File: config.mk
export PLATFORM = sky130hd
export DESIGN_NAME = rtc_evt_unit
export DESIGN_NICKNAME = d
export VERILOG_FILES = /design/src/rtl/rtc_evt_pkg.sv /design/src/rtl/rtc_evt_regs.sv /design/src/rtl/rtc_evt_detect.sv /design/src/rtl/rtc_evt_flags.sv /design/src/rtl/rtc_evt_unit.sv
export SDC_FILE = /design/constraint.sdc
export NUM_CORES = 1
export LEC_CHECK = 0
export ABC_AREA = 1
export BUFFER_PORTS_ARGS = -buffer_cell sky130_fd_sc_hd__buf_2
export CORE_MARGIN = 8
export CORE_UTILIZATION = 45
export CTS_CLUSTER_DIAMETER = 120
export DETAILED_ROUTE_END_ITERATION = 7
export GPL_TIMING_DRIVEN = 0
export MAX_ROUTING_LAYER = met4
export PLACE_DENSITY = 0.73
export RECOVER_POWER = 25
export SYNTH_ARGS = -nofsm -noshare
export SYNTH_HDL_FRONTEND = slang
export SYNTH_SLANG_ARGS = --single-unit
File: constraint.sdc
create_clock -name clk -period 1.8 [get_ports clk]
set_clock_uncertainty 0.05 [all_clocks]
set_input_delay 0 -clock clk [delete_from_list [all_inputs] [get_ports clk]]
set_output_delay 0 -clock clk [all_outputs]
set_load 0.01 [all_outputs]
File: src/rtl/rtc_evt_pkg.sv
package rtc_evt_pkg;

    localparam int REG_W  = 32;
    localparam int ADDR_W = 3;
    localparam int FLAG_N = 5;

    localparam int SEC_W  = 7;
    localparam int MIN_W  = 7;
    localparam int HOUR_W = 6;
    localparam int MON_W  = 5;
    localparam int DATE_W = 6;
    localparam int WDAY_W = 3;
    localparam int TIME_W = 1 + HOUR_W + MIN_W + SEC_W;
    localparam int CAL_W  = DATE_W + WDAY_W + MON_W;

    // status bit positions (shared by clear, enable, disable and mask)
    localparam int F_ACK = 0;
    localparam int F_ALM = 1;
    localparam int F_SEC = 2;
    localparam int F_TEV = 3;
    localparam int F_CEV = 4;

    typedef enum logic [ADDR_W-1:0] {
        A_CTRL = 3'd0,
        A_TALM = 3'd1,
        A_CALM = 3'd2,
        A_STAT = 3'd3,
        A_CLR  = 3'd4,
        A_IEN  = 3'd5,
        A_IDIS = 3'd6,
        A_MASK = 3'd7
    } reg_addr_e;

    typedef enum logic [1:0] {
        TEV_MIN      = 2'd0,
        TEV_HOUR     = 2'd1,
        TEV_MIDNIGHT = 2'd2,
        TEV_NOON     = 2'd3
    } tev_sel_e;

    typedef enum logic [1:0] {
        CEV_WEEK  = 2'd0,
        CEV_MONTH = 2'd1,
        CEV_YEAR  = 2'd2,
        CEV_RSVD  = 2'd3
    } cev_sel_e;

    typedef struct packed {
        logic              pm;
        logic [HOUR_W-1:0] hour;
        logic [MIN_W-1:0]  min;
        logic [SEC_W-1:0]  sec;
    } clk_time_t;

    typedef struct packed {
        logic [DATE_W-1:0] date;
        logic [WDAY_W-1:0] wday;
        logic [MON_W-1:0]  month;
    } clk_cal_t;

    typedef struct packed {
        logic              hour_en;
        logic              pm;
        logic [HOUR_W-1:0] hour;
        logic              min_en;
        logic [MIN_W-1:0]  min;
        logic              sec_en;
        logic [SEC_W-1:0]  sec;
    } talarm_t;

    typedef struct packed {
        logic              date_en;
        logic [DATE_W-1:0] date;
        logic              month_en;
        logic [MON_W-1:0]  month;
    } calarm_t;

    typedef struct packed {
        logic     mode12;
        cev_sel_e cev;
        tev_sel_e tev;
    } ctrl_t;

    function automatic logic is_midnight(clk_time_t t, logic mode12);
        if (mode12) return (t.hour == HOUR_W'(8'h12)) && !t.pm;
        return t.hour == '0;
    endfunction

    function automatic logic is_noon(clk_time_t t, logic mode12);
        if (mode12) return (t.hour == HOUR_W'(8'h12)) && t.pm;
        return t.hour == HOUR_W'(8'h12);
    endfunction

    function automatic logic [REG_W-1:0] ctrl_word(ctrl_t c);
        return {{(REG_W-5){1'b0}}, c.mode12, c.cev, c.tev};
    endfunction

    function automatic logic [REG_W-1:0] talarm_word(talarm_t a);
        return {8'b0, a.hour_en, a.pm, a.hour, a.min_en, a.min, a.sec_en, a.sec};
    endfunction

    function automatic logic [REG_W-1:0] calarm_word(calarm_t a);
        return {a.date_en, 1'b0, a.date, a.month_en, 2'b0, a.month, 16'b0};
    endfunction

endpackage

File: src/rtl/rtc_evt_regs.sv
module rtc_evt_regs
    import rtc_evt_pkg::*;
(
    input  logic              clk,
    input  logic              rst,
    input  logic              wr_en,
    input  logic [ADDR_W-1:0] addr,
    input  logic [REG_W-1:0]  wdata,
    input  logic [FLAG_N-1:0] flags,
    output ctrl_t             ctrl,
    output talarm_t           talm,
    output calarm_t           calm,
    output logic [FLAG_N-1:0] mask,
    output logic [FLAG_N-1:0] clr_cmd,
    output logic [REG_W-1:0]  rdata
);

    localparam int PAD_W = REG_W - FLAG_N;

    reg_addr_e          sel;
    logic [FLAG_N-1:0]  wbits;

    assign sel     = reg_addr_e'(addr);
    assign wbits   = wdata[FLAG_N-1:0];
    assign clr_cmd = (wr_en && sel == A_CLR) ? wbits : '0;

    always_ff @(posedge clk) begin
        if (rst) begin
            ctrl.tev    <= TEV_MIN;
            ctrl.cev    <= CEV_WEEK;
            ctrl.mode12 <= 1'b0;
            talm        <= '0;
            calm        <= '0;
            mask        <= '0;
        end else if (wr_en) begin
            case (sel)
                A_CTRL: begin
                    ctrl.tev    <= tev_sel_e'(wdata[1:0]);
                    ctrl.cev    <= cev_sel_e'(wdata[3:2]);
                    ctrl.mode12 <= wdata[4];
                end
                A_TALM: begin
                    talm.sec     <= wdata[6:0];
                    talm.sec_en  <= wdata[7];
                    talm.min     <= wdata[14:8];
                    talm.min_en  <= wdata[15];
                    talm.hour    <= wdata[21:16];
                    talm.pm      <= wdata[22];
                    talm.hour_en <= wdata[23];
                end
                A_CALM: begin
                    calm.month    <= wdata[20:16];
                    calm.month_en <= wdata[23];
                    calm.date     <= wdata[29:24];
                    calm.date_en  <= wdata[31];
                end
                A_IEN:   mask <= mask | wbits;
                A_IDIS:  mask <= mask & ~wbits;
                default: ;
            endcase
        end
    end

    always_comb begin
        case (sel)
            A_CTRL:  rdata = ctrl_word(ctrl);
            A_TALM:  rdata = talarm_word(talm);
            A_CALM:  rdata = calarm_word(calm);
            A_STAT:  rdata = {{PAD_W{1'b0}}, flags};
            A_MASK:  rdata = {{PAD_W{1'b0}}, mask};
            default: rdata = '0;
        endcase
    end

    // an enable command leaves each requested mask bit set
    p_mask_en_r8: assert property (@(posedge clk) disable iff (rst)
        (wr_en && sel == A_IEN) |=> ((mask & $past(wbits)) == $past(wbits)));

    // a disable command leaves each requested mask bit clear
    p_mask_dis_r8: assert property (@(posedge clk) disable iff (rst)
        (wr_en && sel == A_IDIS) |=> ((mask & $past(wbits)) == '0));

endmodule

File: src/rtl/rtc_evt_detect.sv
module rtc_evt_detect
    import rtc_evt_pkg::*;
(
    input  logic              tick,
    input  logic              upd_ack,
    input  clk_time_t         tm,
    input  clk_cal_t          cal,
    input  ctrl_t             ctrl,
    input  talarm_t           talm,
    input  calarm_t           calm,
    output logic [FLAG_N-1:0] ev_set
);

    logic sec_zero, top_of_hour, at_midnight, at_noon;
    logic tev_hit, cev_hit;
    logic sec_ok, min_ok, hour_ok, month_ok, date_ok, any_en, alarm_hit;

    assign sec_zero    = (tm.sec == '0);
    assign top_of_hour = sec_zero && (tm.min == '0);
    assign at_midnight = top_of_hour && is_midnight(tm, ctrl.mode12);
    assign at_noon     = top_of_hour && is_noon(tm, ctrl.mode12);

    always_comb begin
        case (ctrl.tev)
            TEV_MIN:      tev_hit = sec_zero;
            TEV_HOUR:     tev_hit = top_of_hour;
            TEV_MIDNIGHT: tev_hit = at_midnight;
            default:      tev_hit = at_noon;
        endcase
    end

    always_comb begin
        case (ctrl.cev)
            CEV_WEEK:  cev_hit = at_midnight && (cal.wday == WDAY_W'(1));
            CEV_MONTH: cev_hit = at_midnight && (cal.date == DATE_W'(1));
            CEV_YEAR:  cev_hit = at_midnight && (cal.date == DATE_W'(1))
                                 && (cal.month == MON_W'(1));
            default:   cev_hit = 1'b0;
        endcase
    end

    assign sec_ok   = !talm.sec_en   || (tm.sec == talm.sec);
    assign min_ok   = !talm.min_en   || (tm.min == talm.min);
    assign hour_ok  = !talm.hour_en  || ((tm.hour == talm.hour)
                                         && (!ctrl.mode12 || (tm.pm == talm.pm)));
    assign month_ok = !calm.month_en || (cal.month == calm.month);
    assign date_ok  = !calm.date_en  || (cal.date == calm.date);
    assign any_en   = talm.sec_en || talm.min_en || talm.hour_en
                      || calm.month_en || calm.date_en;
    assign alarm_hit = any_en && sec_ok && min_ok && hour_ok && month_ok && date_ok;

    always_comb begin
        ev_set        = '0;
        ev_set[F_ACK] = upd_ack;
        ev_set[F_ALM] = tick && alarm_hit;
        ev_set[F_SEC] = tick;
        ev_set[F_TEV] = tick && tev_hit;
        ev_set[F_CEV] = tick && cev_hit;
    end

endmodule

File: src/rtl/rtc_evt_flags.sv
module rtc_evt_flags #(
    parameter int N = 5
) (
    input  logic         clk,
    input  logic         rst,
    input  logic [N-1:0] set_vec,
    input  logic [N-1:0] clr_vec,
    output logic [N-1:0] flags
);

    for (genvar i = 0; i < N; i++) begin : g_flag
        always_ff @(posedge clk) begin
            if (rst)             flags[i] <= 1'b0;
            else if (set_vec[i]) flags[i] <= 1'b1;
            else if (clr_vec[i]) flags[i] <= 1'b0;
        end
    end

    // a set request always lands, even against a clear
    p_set_wins_r7: assert property (@(posedge clk) disable iff (rst)
        (|set_vec) |=> ((flags & $past(set_vec)) == $past(set_vec)));

    // a clear without a competing set empties the flag
    p_clear_r7: assert property (@(posedge clk) disable iff (rst)
        (|(clr_vec & ~set_vec)) |=> ((flags & $past(clr_vec & ~set_vec)) == '0));

    // flags are sticky when nothing requests a change
    p_sticky_r7: assert property (@(posedge clk) disable iff (rst)
        ((set_vec == '0) && (clr_vec == '0)) |=> $stable(flags));

endmodule

File: src/rtl/rtc_evt_unit.sv
module rtc_evt_unit
    import rtc_evt_pkg::*;
(
    input  logic              clk,
    input  logic              rst,
    input  logic              tick,
    input  logic              upd_ack,
    input  logic [TIME_W-1:0] tm_now,
    input  logic [CAL_W-1:0]  cal_now,
    input  logic              reg_wr,
    input  logic [ADDR_W-1:0] reg_addr,
    input  logic [REG_W-1:0]  reg_wdata,
    output logic [REG_W-1:0]  reg_rdata,
    output logic              irq
);

    ctrl_t             ctrl;
    talarm_t           talm;
    calarm_t           calm;
    logic [FLAG_N-1:0] mask, clr_cmd, ev_set, flags;
    clk_time_t         tm_s;
    clk_cal_t          cal_s;
    logic              alarm_armed;

    assign tm_s  = clk_time_t'(tm_now);
    assign cal_s = clk_cal_t'(cal_now);

    rtc_evt_regs u_regs (
        .clk     (clk),
        .rst     (rst),
        .wr_en   (reg_wr),
        .addr    (reg_addr),
        .wdata   (reg_wdata),
        .flags   (flags),
        .ctrl    (ctrl),
        .talm    (talm),
        .calm    (calm),
        .mask    (mask),
        .clr_cmd (clr_cmd),
        .rdata   (reg_rdata)
    );

    rtc_evt_detect u_detect (
        .tick    (tick),
        .upd_ack (upd_ack),
        .tm      (tm_s),
        .cal     (cal_s),
        .ctrl    (ctrl),
        .talm    (talm),
        .calm    (calm),
        .ev_set  (ev_set)
    );

    rtc_evt_flags #(.N(FLAG_N)) u_flags (
        .clk     (clk),
        .rst     (rst),
        .set_vec (ev_set),
        .clr_vec (clr_cmd),
        .flags   (flags)
    );

    assign irq = |(flags & mask);

    assign alarm_armed = talm.sec_en || talm.min_en || talm.hour_en
                         || calm.month_en || calm.date_en;

    // each tick leaves the second-event flag set
    p_sec_tick_r2: assert property (@(posedge clk) disable iff (rst)
        tick |=> flags[F_SEC]);

    // no event or alarm flag rises without a tick
    p_no_tick_r11: assert property (@(posedge clk) disable iff (rst)
        !tick |=> ((flags[F_CEV:F_ALM] & ~$past(flags[F_CEV:F_ALM])) == '0));

    // the reserved calendar select never raises its flag
    p_rsvd_cev_r4: assert property (@(posedge clk) disable iff (rst)
        (tick && ctrl.cev == CEV_RSVD) |=> !(flags[F_CEV] && !$past(flags[F_CEV])));

    // an alarm with no field enabled never fires
    p_unarmed_r5: assert property (@(posedge clk) disable iff (rst)
        (tick && !alarm_armed) |=> !(flags[F_ALM] && !$past(flags[F_ALM])));

endmodule

==> metrics <==
Filler cells 629; CP Cell Sequence inv_1 -> nand2_1 -> nand2_1 -> nor2_1 -> nand2_1 -> o21bai_1 -> nand2_1 -> nor2_1 -> nand2_1 -> a21oi_1; Final HPWL DP 7986 um; cell mode on critical path nand2_1; hold path startpoint tm_now[20]; cts bufs inserted 5; # Post-CTS Setup Buffers 0; CP endpoint kind flop; R2R depth 10; setup TNS 0 ps; slew margin rel. 45.29%; P&R area growth vs syn 33.68%; Least-Margin Pin Slew 820.6 ps; die area 0.009865 sq mm; WP data required 2000 ps; post-synth top area cell dfxtp_1; critical path's slowest cell dfxtp_1; total wire length 10280 um; mapped cell area 0.003124 sq mm; Initial Utilization 46.24%; Placed Cells incl. Taps 637; hold bufs inserted after CTS 34; Clock Path Buffers 2; die height 99.33 um; P per Cell Area 598.5 mW/mm^2; Min-Delay Endpoint u_flags.flags[4]; Async S/R FF share, synth 0%; Tcrit/Tclk final 79.43%; crit-path leading delay family simple AND/OR/NAND/NOR gates; P_leak 1.911 nW; CTS sink cnt 52; die width 99.33 um; Avg WL per Cell 15.13 um; area of the multi-input gates 0.001703 sq mm; CP peak stage delay 370 ps; total area of sequential cells 0.001041 sq mm; final layout net count 673; FF-to-FF End u_flags.flags[1]; vias in the first global route 3528; DR pass1 iterations 4; Hold Path Depth 6; maximum number of pins on one net before global-route repair 16; number of synthesized flops with an enable pin 0; # DRC 0; R2R setup slack 370 ps; total number of H-tree levels 2; predominant post-synthesis flop cell dfxtp_1; peak supply drop 0.0002980 V; io pins 108; first-pass GRT wire length 16350 um; GRT Total Usage 21.17%; crit path kind reg -> reg; Post-Layout Cell Count 679; top cells by area, synth dfxtp_1 33%, nand2_1 11%, a211oi_2 11%, nor2_1 11%, inv_1 8.0%; routed vias/inst 5.090; Final Hold Viols 0; layout cells sized above 1 24.04%; DRT iter0 DRCs 226; post-synthesis sequential area ratio 33.32%; commonest cells after routing, fill and taps aside 96 x buf_2, 92 x nand2_1, 89 x nor2_1; CP Buf/Inv Count 1; Synth cell types 36; clk slew on worst S/H paths 100 ps; Post-CTS Resized 0; Hold Crit Class in -> reg; synth warn 0; synthesized area per cell 6.897 sq um; CP Data Arrival Time 1630 ps; Setup crit start kind flop; Worst Path Max Fanout 3; core area 0.006756 sq mm; grt ovf 0; Clock Latency Late Sink 310 ps; Worst R2R Start u_regs.talm[3]; Antenna diodes 0; clock period minus worst slack 1430 ps; number of buffers added on ports 104; Via Count 3456; CTS tree yes; Post-Syn Instances 453; Max Freq 699.4 MHz; Synth Net Count 528; outcome complete, no violations; initial antenna violation count 0; number of max-cap violations 0; Detail Route Antenna Nets 0; Worst Setup SP u_regs.talm[3]; Synth top area share 33.32%; count of pins over their slew limit 0; commonest non-fill, non-tap cell in the layout buf_2; RSZ-0062 raised after global routing no; clock root buffer clkbuf_8; Setup violations, final 0; Rows 30; synthesis-stage register bit count 52; GP Congestion 0.8948; Total Power 2.499 mW; Util after Layout 61.81%
## layout make-up
cell class / count / area share (%)
inverters: 72 / 6.531
clock inverters: 2 / 0.8388
repair buffers: 138 / 20.31
clock buffers: 6 / 1.738
flip-flops and latches: 52 / 24.93
plain buffers: 17 / 2.487
well taps: 80 / 2.397
multi-input cells: 312 / 40.77
## per-stage QoR
| step | hold slack [ps] | instance area [sq um] | setup slack, ps |
|---|---|---|---|
| 2_1_floorplan | 83.97 | 3124 | 693.1 |
| 3_3_place_gp | 190.7 | 3745 | 440.9 |
| 3_5_place_dp | 195.1 | 3745 | 409.8 |
| 4_1_cts | 64.94 | 4193 | 359.8 |
| 5_1_grt | 136.3 | 4177 | 205.1 |
| 6_report | 77.36 | 4177 | 370.2 |
## cell usage after synthesis, types with 5 or more instances
cell type  instances
nand2_1           91
nor2_1            89
inv_1             67
dfxtp_1           52
a211oi_2          27
o21ai_0           20
a21oi_1           16
nand3_1           15
xor2_1            10
a211oi_1           9
a22oi_1            5
clkbuf_1           5
o221ai_1           5
## layer usage
| metal | GRT usage [%] | vias up | wire length (um) |
|---|---|---|---|
| met5 | - | - | 0 |
| met4 | 7.218 | 0 | 229 |
| met3 | 4.190 | 21 | 621 |
| met2 | 37.96 | 123 | 5178 |
| met1 | 22.73 | 1564 | 4246 |
| li1 | - | 1748 | - |
## report_power, final
part,internal [mW],switching [mW]
combinational,0.212,0.261
sequential,1.19,0.0262
clock,0.413,0.396
total,1.82,0.683
## sequential cells by signal, summed over array words and instances, names as in the netlist, named ones only
| signal | flops |
|---|---|
| u_flags.flags | 5 |
| u_regs.calm | 13 |
| u_regs.ctrl | 5 |
| u_regs.talm | 24 |
## worst reg2reg max path, delay by kind of cell (launching register included)
family,cells,cell delay (ps)
buffers and inverters,1,90
DFF,1,370
AOI/OAI and AO/OA,2,300
and+or+nand+nor,7,580
## how the worst max path moves through the flow
stage	slack [ps]	cells past startpoint	to
after floorplan	690	10	u_flags.flags[1]
after global placement	440	8	u_regs.talm[9]
after detailed placement	410	10	u_flags.flags[1]
after CTS	360	10	u_flags.flags[1]
after global routing	210	10	u_flags.flags[1]
final	370	10	u_flags.flags[1]
## kinds of logic (layout without fill, tap and decap cells)
| kind of cell | count (synthesis) | in the layout | share of synthesized area, % |
|---|---|---|---|
| XOR/XNOR | 14 | 14 | 3.924 |
| other | 1 | 1 | 0.1200 |
| buffers and inverters | 89 | 235 | 12.09 |
| flip-flops | 52 | 52 | 33.32 |
| AND/OR/NAND/NOR | 209 | 209 | 27.71 |
| AO/OA/AOI/OAI | 88 | 88 | 22.83 |
Note: power is estimated with default switching activity, not from simulation.
